$ cat config.mk
export PLATFORM = sky130hd
export DESIGN_NAME = fac_cache
export DESIGN_NICKNAME = d
export VERILOG_FILES = /design/src/rtl/fac_pkg.sv /design/src/rtl/fac_rst_sync.sv /design/src/rtl/fac_match.sv /design/src/rtl/fac_lru.sv /design/src/rtl/fac_cache.sv
export SDC_FILE = /design/constraint.sdc
export NUM_CORES = 1
export LEC_CHECK = 0
export BUFFER_PORTS_ARGS = -buffer_cell sky130_fd_sc_hd__clkbuf_2
export CELL_PAD_IN_SITES_DETAIL_PLACEMENT = 1
export CELL_PAD_IN_SITES_GLOBAL_PLACEMENT = 1
export CORE_MARGIN = 5
export CORE_UTILIZATION = 52
export CTS_BUF_LIST = sky130_fd_sc_hd__clkbuf_2
export DETAILED_ROUTE_END_ITERATION = 10
export GPL_ROUTABILITY_DRIVEN = 0
export PLACE_DENSITY = 0.93
export SYNTH_ARGS = -nofsm -noshare
export SYNTH_HDL_FRONTEND = slang
export SYNTH_SLANG_ARGS = --single-unit
$ cat constraint.sdc
create_clock -name clk -period 2.6 [get_ports clk]
set_input_delay 0.13 -clock clk [delete_from_list [all_inputs] [get_ports clk]]
set_output_delay 0.13 -clock clk [all_outputs]
set_load 0.1 [all_outputs]
$ cat src/rtl/fac_pkg.sv
package fac_pkg;

  // controller phases of one access
  typedef enum logic [2:0] {
    ST_IDLE,
    ST_LOOK,
    ST_WBACK,
    ST_FILL,
    ST_RESP
  } fac_state_e;

endpackage

$ cat src/rtl/fac_rst_sync.sv
module fac_rst_sync (
  input  logic clk,
  input  logic rst_n_in,
  output logic rst_n_out
);

  logic [1:0] sync_q;

  always_ff @(posedge clk or negedge rst_n_in) begin
    if (!rst_n_in) sync_q <= 2'b00;
    else           sync_q <= {sync_q[0], 1'b1};
  end

  assign rst_n_out = sync_q[1];

endmodule

$ cat src/rtl/fac_match.sv
module fac_match #(
  parameter  int LINES = 4,
  parameter  int TAG_W = 15,
  localparam int IDX_W = $clog2(LINES)
) (
  input  logic             valid    [LINES],
  input  logic [TAG_W-1:0] tags     [LINES],
  input  logic [TAG_W-1:0] look_tag,
  output logic [LINES-1:0] hit_vec,
  output logic             hit,
  output logic [IDX_W-1:0] hit_idx,
  output logic             has_free,
  output logic [IDX_W-1:0] free_idx
);

  for (genvar g = 0; g < LINES; g++) begin : g_cmp
    assign hit_vec[g] = valid[g] && (tags[g] == look_tag);
  end

  // descending scan: the lowest matching / free line wins
  always_comb begin
    hit      = |hit_vec;
    hit_idx  = '0;
    has_free = 1'b0;
    free_idx = '0;
    for (int i = LINES - 1; i >= 0; i--) begin
      if (hit_vec[i]) hit_idx = IDX_W'(i);
      if (!valid[i]) begin
        has_free = 1'b1;
        free_idx = IDX_W'(i);
      end
    end
  end

endmodule

$ cat src/rtl/fac_lru.sv
module fac_lru #(
  parameter  int LINES  = 4,
  localparam int RANK_W = $clog2(LINES)
) (
  input  logic              clk,
  input  logic              rst_n,
  input  logic              touch,
  input  logic [RANK_W-1:0] touch_idx,
  output logic [RANK_W-1:0] victim_idx
);

  localparam logic [RANK_W-1:0] OLDEST = RANK_W'(LINES - 1);

  logic [RANK_W-1:0] rank_q [LINES];
  logic [RANK_W-1:0] rank_d [LINES];
  logic [LINES-1:0]  oldest_vec;

  always_comb begin
    for (int i = 0; i < LINES; i++) begin
      rank_d[i] = rank_q[i];
      if (touch) begin
        if (RANK_W'(i) == touch_idx)               rank_d[i] = '0;
        else if (rank_q[i] < rank_q[touch_idx])    rank_d[i] = rank_q[i] + 1'b1;
      end
    end
  end

  always_ff @(posedge clk or negedge rst_n) begin
    if (!rst_n) begin
      for (int i = 0; i < LINES; i++) rank_q[i] <= RANK_W'(i);
    end else if (touch) begin
      for (int i = 0; i < LINES; i++) rank_q[i] <= rank_d[i];
    end
  end

  always_comb begin
    victim_idx = '0;
    for (int i = 0; i < LINES; i++) begin
      oldest_vec[i] = (rank_q[i] == OLDEST);
      if (oldest_vec[i]) victim_idx = RANK_W'(i);
    end
  end


  rank_perm_chk: assert property (@(posedge clk) disable iff (!rst_n)
    $countones(oldest_vec) == 1);


  touch_newest_chk: assert property (@(posedge clk) disable iff (!rst_n)
    touch |=> rank_q[$past(touch_idx)] == '0);

endmodule

$ cat src/rtl/fac_cache.sv
module fac_cache
  import fac_pkg::*;
#(
  parameter  int ADDR_W      = 16,
  parameter  int BLOCK_BYTES = 2,
  parameter  int LINES       = 4,
  localparam int OFF_W       = $clog2(BLOCK_BYTES),
  localparam int TAG_W       = ADDR_W - OFF_W,
  localparam int BLK_W       = 8 * BLOCK_BYTES,
  localparam int IDX_W       = $clog2(LINES)
) (
  input  logic              clk,
  input  logic              rst_n,
  input  logic              cpu_valid,
  input  logic              cpu_write,
  input  logic [ADDR_W-1:0] cpu_addr,
  input  logic [7:0]        cpu_wdata,
  output logic              cpu_ready,
  output logic              cpu_hit,
  output logic [7:0]        cpu_rdata,
  output logic              mem_req,
  output logic              mem_we,
  output logic [TAG_W-1:0]  mem_baddr,
  output logic [BLK_W-1:0]  mem_wdata,
  input  logic              mem_ack,
  input  logic [BLK_W-1:0]  mem_rdata
);

  logic rst_ns;

  fac_rst_sync u_rst_sync (
    .clk       (clk),
    .rst_n_in  (rst_n),
    .rst_n_out (rst_ns)
  );

  fac_state_e state_q, state_d;

  logic [TAG_W-1:0] req_tag_q;
  logic [OFF_W-1:0] req_off_q;
  logic             req_we_q;
  logic [7:0]       req_wdata_q;
  logic             miss_q;
  logic [IDX_W-1:0] vic_q, vic_d;
  logic [7:0]       rdata_q, rdata_d;

  logic             valid_q [LINES];
  logic             dirty_q [LINES];
  logic [TAG_W-1:0] tag_q   [LINES];
  logic [BLK_W-1:0] data_q  [LINES];

  logic             cap_en, touch, look_wr, fill_en, miss_set, vic_en, rdata_en;
  logic [LINES-1:0] hit_vec;
  logic             hit, has_free;
  logic [IDX_W-1:0] hit_idx, free_idx, lru_idx;

  fac_match #(.LINES(LINES), .TAG_W(TAG_W)) u_match (
    .valid    (valid_q),
    .tags     (tag_q),
    .look_tag (req_tag_q),
    .hit_vec  (hit_vec),
    .hit      (hit),
    .hit_idx  (hit_idx),
    .has_free (has_free),
    .free_idx (free_idx)
  );

  fac_lru #(.LINES(LINES)) u_lru (
    .clk        (clk),
    .rst_n      (rst_ns),
    .touch      (touch),
    .touch_idx  (hit_idx),
    .victim_idx (lru_idx)
  );

  // next-state and control
  always_comb begin
    state_d  = state_q;
    cap_en   = 1'b0;
    touch    = 1'b0;
    look_wr  = 1'b0;
    fill_en  = 1'b0;
    miss_set = 1'b0;
    vic_en   = 1'b0;
    vic_d    = vic_q;
    rdata_en = 1'b0;
    rdata_d  = rdata_q;
    unique case (state_q)
      ST_IDLE: begin
        if (cpu_valid) begin
          cap_en  = 1'b1;
          state_d = ST_LOOK;
        end
      end
      ST_LOOK: begin
        if (hit) begin
          touch    = 1'b1;
          rdata_en = 1'b1;
          rdata_d  = data_q[hit_idx][int'(req_off_q)*8 +: 8];
          look_wr  = req_we_q;
          state_d  = ST_RESP;
        end else begin
          miss_set = 1'b1;
          vic_en   = 1'b1;
          vic_d    = has_free ? free_idx : lru_idx;
          state_d  = (!has_free && dirty_q[lru_idx]) ? ST_WBACK : ST_FILL;
        end
      end
      ST_WBACK: if (mem_ack) state_d = ST_FILL;
      ST_FILL: begin
        if (mem_ack) begin
          fill_en = 1'b1;
          state_d = ST_LOOK;
        end
      end
      ST_RESP: state_d = ST_IDLE;
      default: state_d = ST_IDLE;
    endcase
  end

  always_ff @(posedge clk or negedge rst_ns) begin
    if (!rst_ns) begin
      state_q <= ST_IDLE;
      miss_q  <= 1'b0;
    end else begin
      state_q <= state_d;
      if (cap_en)        miss_q <= 1'b0;
      else if (miss_set) miss_q <= 1'b1;
    end
  end

  always_ff @(posedge clk) begin
    if (cap_en) begin
      req_tag_q   <= cpu_addr[ADDR_W-1:OFF_W];
      req_off_q   <= cpu_addr[OFF_W-1:0];
      req_we_q    <= cpu_write;
      req_wdata_q <= cpu_wdata;
    end
    if (vic_en)   vic_q   <= vic_d;
    if (rdata_en) rdata_q <= rdata_d;
  end

  // line storage
  for (genvar g = 0; g < LINES; g++) begin : g_line
    logic sel_fill, sel_wr;
    assign sel_fill = fill_en && (vic_q == IDX_W'(g));
    assign sel_wr   = look_wr && (hit_idx == IDX_W'(g));

    always_ff @(posedge clk or negedge rst_ns) begin
      if (!rst_ns) begin
        valid_q[g] <= 1'b0;
        dirty_q[g] <= 1'b0;
      end else if (sel_fill) begin
        valid_q[g] <= 1'b1;
        dirty_q[g] <= 1'b0;
      end else if (sel_wr) begin
        dirty_q[g] <= 1'b1;
      end
    end

    always_ff @(posedge clk) begin
      if (sel_fill) begin
        tag_q[g]  <= req_tag_q;
        data_q[g] <= mem_rdata;
      end else if (sel_wr) begin
        data_q[g][int'(req_off_q)*8 +: 8] <= req_wdata_q;
      end
    end
  end

  assign cpu_ready = (state_q == ST_RESP);
  assign cpu_hit   = cpu_ready && !miss_q;
  assign cpu_rdata = rdata_q;
  assign mem_req   = (state_q == ST_WBACK) || (state_q == ST_FILL);
  assign mem_we    = (state_q == ST_WBACK);
  assign mem_baddr = mem_we ? tag_q[vic_q] : req_tag_q;
  assign mem_wdata = data_q[vic_q];


  req_hold_chk: assert property (@(posedge clk) disable iff (!rst_ns)
    (mem_req && !mem_ack) |=> mem_req);


  ready_pulse_chk: assert property (@(posedge clk) disable iff (!rst_ns)
    cpu_ready |=> !cpu_ready);


  wb_dirty_chk: assert property (@(posedge clk) disable iff (!rst_ns)
    mem_we |-> (valid_q[vic_q] && dirty_q[vic_q]));


  wb_then_fill_chk: assert property (@(posedge clk) disable iff (!rst_ns)
    (mem_we && mem_ack) |=> (mem_req && !mem_we));


  free_no_wb_chk: assert property (@(posedge clk) disable iff (!rst_ns)
    (state_q == ST_LOOK && !hit && has_free) |=> !mem_we);


  single_match_chk: assert property (@(posedge clk) disable iff (!rst_ns)
    $onehot0(hit_vec));

endmodule

==> results of run 1 <==
metrics by stage:
step	utilization, %	hold slack, ps	instance area, sq um	setup slack, ps	instances
2_1_floorplan	-	-165.6	9982	-792.5	645
3_3_place_gp	64.66	-67.36	11610	-335.9	1036
3_5_place_dp	64.66	-58.04	11610	-617.5	1036
4_1_cts	77.81	2.705	13980	-405.2	1205
kinds of logic after synthesis:
logic type	count (synthesis)	synth area share, %
AO/OA/AOI/OAI	72	5.785
XOR/XNOR	60	5.626
adder cells (fa/ha/maj)	3	0.3962
buffers and inverters	45	2.285
flip-flops	183	56.68
multiplexers	129	18.79
other	1	0.03958
AND/OR/NAND/NOR	152	10.39
metal layers:
layer  GRT usage, %  overflow
met3          60.12         3
met4          76.37       121
met5          10.45         2
met2          91.90       156
met1          80.08         0
repair_timing:
item	CTS
pin swaps	43
gates resized for setup	164
buffers inserted	64
hold buffers	68
setup endpoints to repair	192
cloned	7
endpoints found under the hold margin	123
cells in the mapped netlist, types with 3 or more instances:
library cell	number	area, sq um
nor2_1	24	90.09
nand4_1	32	200.2
mux4_2	31	698.2
a22oi_1	8	60.06
mux2i_1	17	170.2
nand3_1	3	15.01
a31oi_1	6	37.54
and2_1	11	68.82
dfstp_2	4	105.1
ha_1	3	37.54
xnor2_1	59	516.8
a221oi_1	16	140.1
a311oi_1	3	26.28
clkbuf_1	14	52.55
nor4_2	4	50.05
dfrtp_1	18	450.4
nor3b_1	3	22.52
buf_2	14	70.07
or4_1	5	37.54
nor2b_1	4	25.02
nor4_1	4	25.02
nand2_1	19	71.32
mux2_1	16	180.2
mux2_2	65	732.0
or2_2	12	75.07
inv_1	8	30.03
buf_4	4	30.03
nor3_1	3	15.01
a21oi_1	8	40.04
nor2_8	4	80.08
nand2b_1	6	37.54
o21ai_0	12	60.06
edfxtp_1	159	4775
o41ai_1	3	26.28
==> metrics.txt, run 1 <==
std cell rows=49; syn_nets=693; io pins=88; total CTS buffers=17; Syn Area/Cell=14.69 sq um; DIE WIDTH=145.0 um; CTS H-tree depth=4; status=did not finish; synthesized instance count=645; flops & latches, synth=183; largest net degree at the start of global routing=27; Remaining Overflow, GRT=282; TritonCTS Sinks=183; kind of the worst endpoint=register data pin; sequential fraction of the synthesis area=56.68%; Post-synth EDFFs=159; Die Y-Extent=145.0 um; synth unique cells=67; clk root buf=clkbuf_2; # port buffers=87; CTS max path bufs=2; Run Error=[ERROR GRT-0232] Routing congestion too high. Check the congestion heatmap in the GUI.; FFs w/ async S/R, synth=12.02%; post-GRT worst EP=u_lru.rank_q[6]$_DFFE_PN0P_/D; Failed at=global routing; starting density of the core=52.74%; post-DP HPWL=25.53 mm; Post-synth top flop=edfxtp_1; Ys Warns=0; total track usage=76.63%; synthesized area=9474 sq um
==> inputs of run 2 (changes only) <==
Settings changed: CELL_PAD_IN_SITES_DETAIL_PLACEMENT 1 to not set, CELL_PAD_IN_SITES_GLOBAL_PLACEMENT 1 to not set, CORE_UTILIZATION 52 to 40, CTS_BUF_LIST sky130_fd_sc_hd__clkbuf_2 to not set, PLACE_DENSITY 0.93 to not set, PLACE_DENSITY_LB_ADDON set to 0.15.
==> metrics.txt, run 2 <==
max FFs per register=64; total wire length=28.85 mm; CP arrival=3320 ps; violated checks=setup timing; Worst Tran Pin Value=907.5 ps; critical path launch point type=flop; Hold Vio Cnt, Final=0; syn_nets=693 (unchanged); drt pass-1 iters=5; Hold WC Path Type=input pin to async pin; Rel. slew slack=39.50%; total CTS buffers=17 (unchanged); 1st-iter DRT viols=458; std cell rows=56 (+14%); CTS tree=yes; DIE WIDTH=163.9 um (+13%); io pins=88 (unchanged); synthesized instance count=645 (unchanged); CTS max path bufs=2 (unchanged); TritonCTS Sinks=183 (unchanged); sequential fraction of the synthesis area=56.68% (unchanged); FFs w/ async S/R, synth=12.02% (unchanged); total power=10.86 mW; Post-synth top flop=edfxtp_1; RSZ-0062 raised after global routing=yes; status=complete, but fails checks; Residual DRC=0; layout cells sized above 1=60.51%; Synth area leaders=edfxtp_1 50%, mux2_2 7.7%, mux4_2 7.4%, xnor2_1 5.5%, dfrtp_1 4.8%; number of routed nets with antenna violations=0; crit share post-route=115.5%; crit path capture type=flop; Top Registers=data_q x64, tag_q x60, req_tag_q x15; hold slack=14.65 ps; Leakage=5.403 nW; Layout Skew=9.976 ps; Commonest cells post-synth=159 x edfxtp_1, 65 x mux2_2, 59 x xnor2_1, 32 x nand4_1, 31 x mux4_2; Post-synth EDFFs=159 (unchanged); met3 Use GR=3.689%; Synth area leader=edfxtp_1; largest net degree at the start of global routing=21; most common cell after layout, fill and taps aside=edfxtp_1; clock-pin transition on the worst setup and hold timing paths=70 ps; Syn Area/Cell=14.69 sq um (unchanged); post-DP HPWL=19.68 mm (-23%); final setup vio count=149; Remaining Overflow, GRT=0; R2R depth=12; ant diodes=0; fill count=1783; GRT met2 Usage=36.83%; commonest non-fill, non-tap cells in the layout=159 x edfxtp_1, 138 x buf_4, 71 x clkbuf_2; vias in the first global route=7267; initial antenna violation count=0; pwr dens=757.7 nW/um^2; CTS H-tree depth=4 (unchanged); synthesized area=9474 sq um (unchanged); total track usage=21.68%; Ys Warns=0 (unchanged); GRT busiest layer=met2; # port buffers=87 (unchanged); top-count cell post-synth=edfxtp_1; Biggest register=data_q; synth unique cells=67 (unchanged); Crit Path Class=flop to flop; Worst Path Max Fanout=4; core area=23400 sq um; wire per inst=22.87 um; GR Util met1=29.05%; vias=6863; clk root buf=clkbuf_16; worst path required time=2910 ps; flops & latches, synth=183 (unchanged); Max-cap violations=0; PnR worst setup slack=-403.9 ps; DR vias/cell=5.443; Fmax achieved=332.9 MHz; starting density of the core=40.48% (-12 points); Nets=978; fin. max-slew vios=0; peak supply drop=592.9 uV; die area=26860 sq um; Area growth syn-to-layout=51.28%; Clock Latency Late Sink=430 ps; share of the synthesized area in the top cell type=50.40% (unchanged); first-pass GRT wire length=43.50 mm; Period minus WS final=3004 ps; Die Y-Extent=163.9 um (+13%)
-- run 2: metrics by stage --
stage	worst slack, ps	instances	area, sq um	utilization [%]	TNS [ps]
floorplan	-792.5	645	9982	-	-5971
global placement	-499.1	1142	11860	50.68	-39630
detailed placement	-516.6	1142	11860	50.68	-44470
CTS	-322.4	1244	13790	58.94	-27460
global route	-506.4	1261	14330	61.24	-52750
finish	-403.9	1261	14330	61.24	-39570
-- run 2: logic make-up after synthesis --
| logic type | synth area share [%] |
|---|---|
| AND/OR/NAND/NOR | 10.39 |
| multiplexers | 18.79 |
| flip-flops | 56.68 |
| buffers and inverters | 2.285 |
| other | 0.03958 |
| XOR/XNOR | 5.626 |
| AO/OA/AOI/OAI | 5.785 |
| adder cells (fa/ha/maj) | 0.3962 |
-- run 2: area by class of cell --
cell class                 instances  area [sq um]  share of cell area (%)
clock buffer                      17         425.4                   2.968
clock inverter                    14         163.9                   1.144
inverter                           9         33.78                  0.2357
multi-input combinational        421          5264                   36.73
sequential                       183          5370                   37.47
tap                              319         399.1                   2.785
timing repair buffer             298          2676                   18.67
-- run 2: worst paths after layout --
| path | startpoint | end | slack (ps) |
|---|---|---|---|
| max in group asynchronous | u_rst_sync.sync_q[1] | valid_q[2] | 1660 |
| worst min-delay path | rst_n | u_rst_sync.sync_q[1] | 10 |
| worst min register to register | u_rst_sync.sync_q[0] | u_rst_sync.sync_q[1] | 350 |
| worst max register to register | req_tag_q[14] | u_lru.rank_q[6] | -400 |
| min in group clk | mem_rdata[15] | data_q[2][15] | 60 |
| worst max-delay path | req_tag_q[14] | u_lru.rank_q[6] | -400 |
-- run 2: power by group --
| part | switching [mW] | leakage [nW] | internal, mW |
|---|---|---|---|
| Combinational | 2.72 | 3.41 | 1.52 |
| Clock | 1.23 | 0.281 | 1.36 |
| Sequential | 0.346 | 1.72 | 3.68 |
| Total | 4.30 | 5.40 | 6.56 |
-- run 2: worst max-delay path, stage by stage, from the launching register on --
cell and delay (ps):
edfxtp_1 440, buf_4 180, xnor2_2 150, nand4_1 230
or4_4 590, buf_6 150, nor4_2 320, a211oi_4 130
buf_4 170, buf_4 130, a21o_1 140, a21oi_1 180
nor3_2 70
-- run 2: repair_timing --
action                     4_1_cts  5_1_grt
gates cloned                     7        2
gates resized for setup        115       69
hold endpoints to repair        28        0
hold buffers                    27        0
setup endpoints to repair      153      162
pin swaps                       51       42
buffers inserted                37       23
-- run 2: routing by layer --
metal  vias up  wire (um)
met5         -          0
met4         0        696
met3        43       1374
met2       206      14460
met1      3489      12320
li1       3125          -
Note: power is estimated with default switching activity, not from simulation.
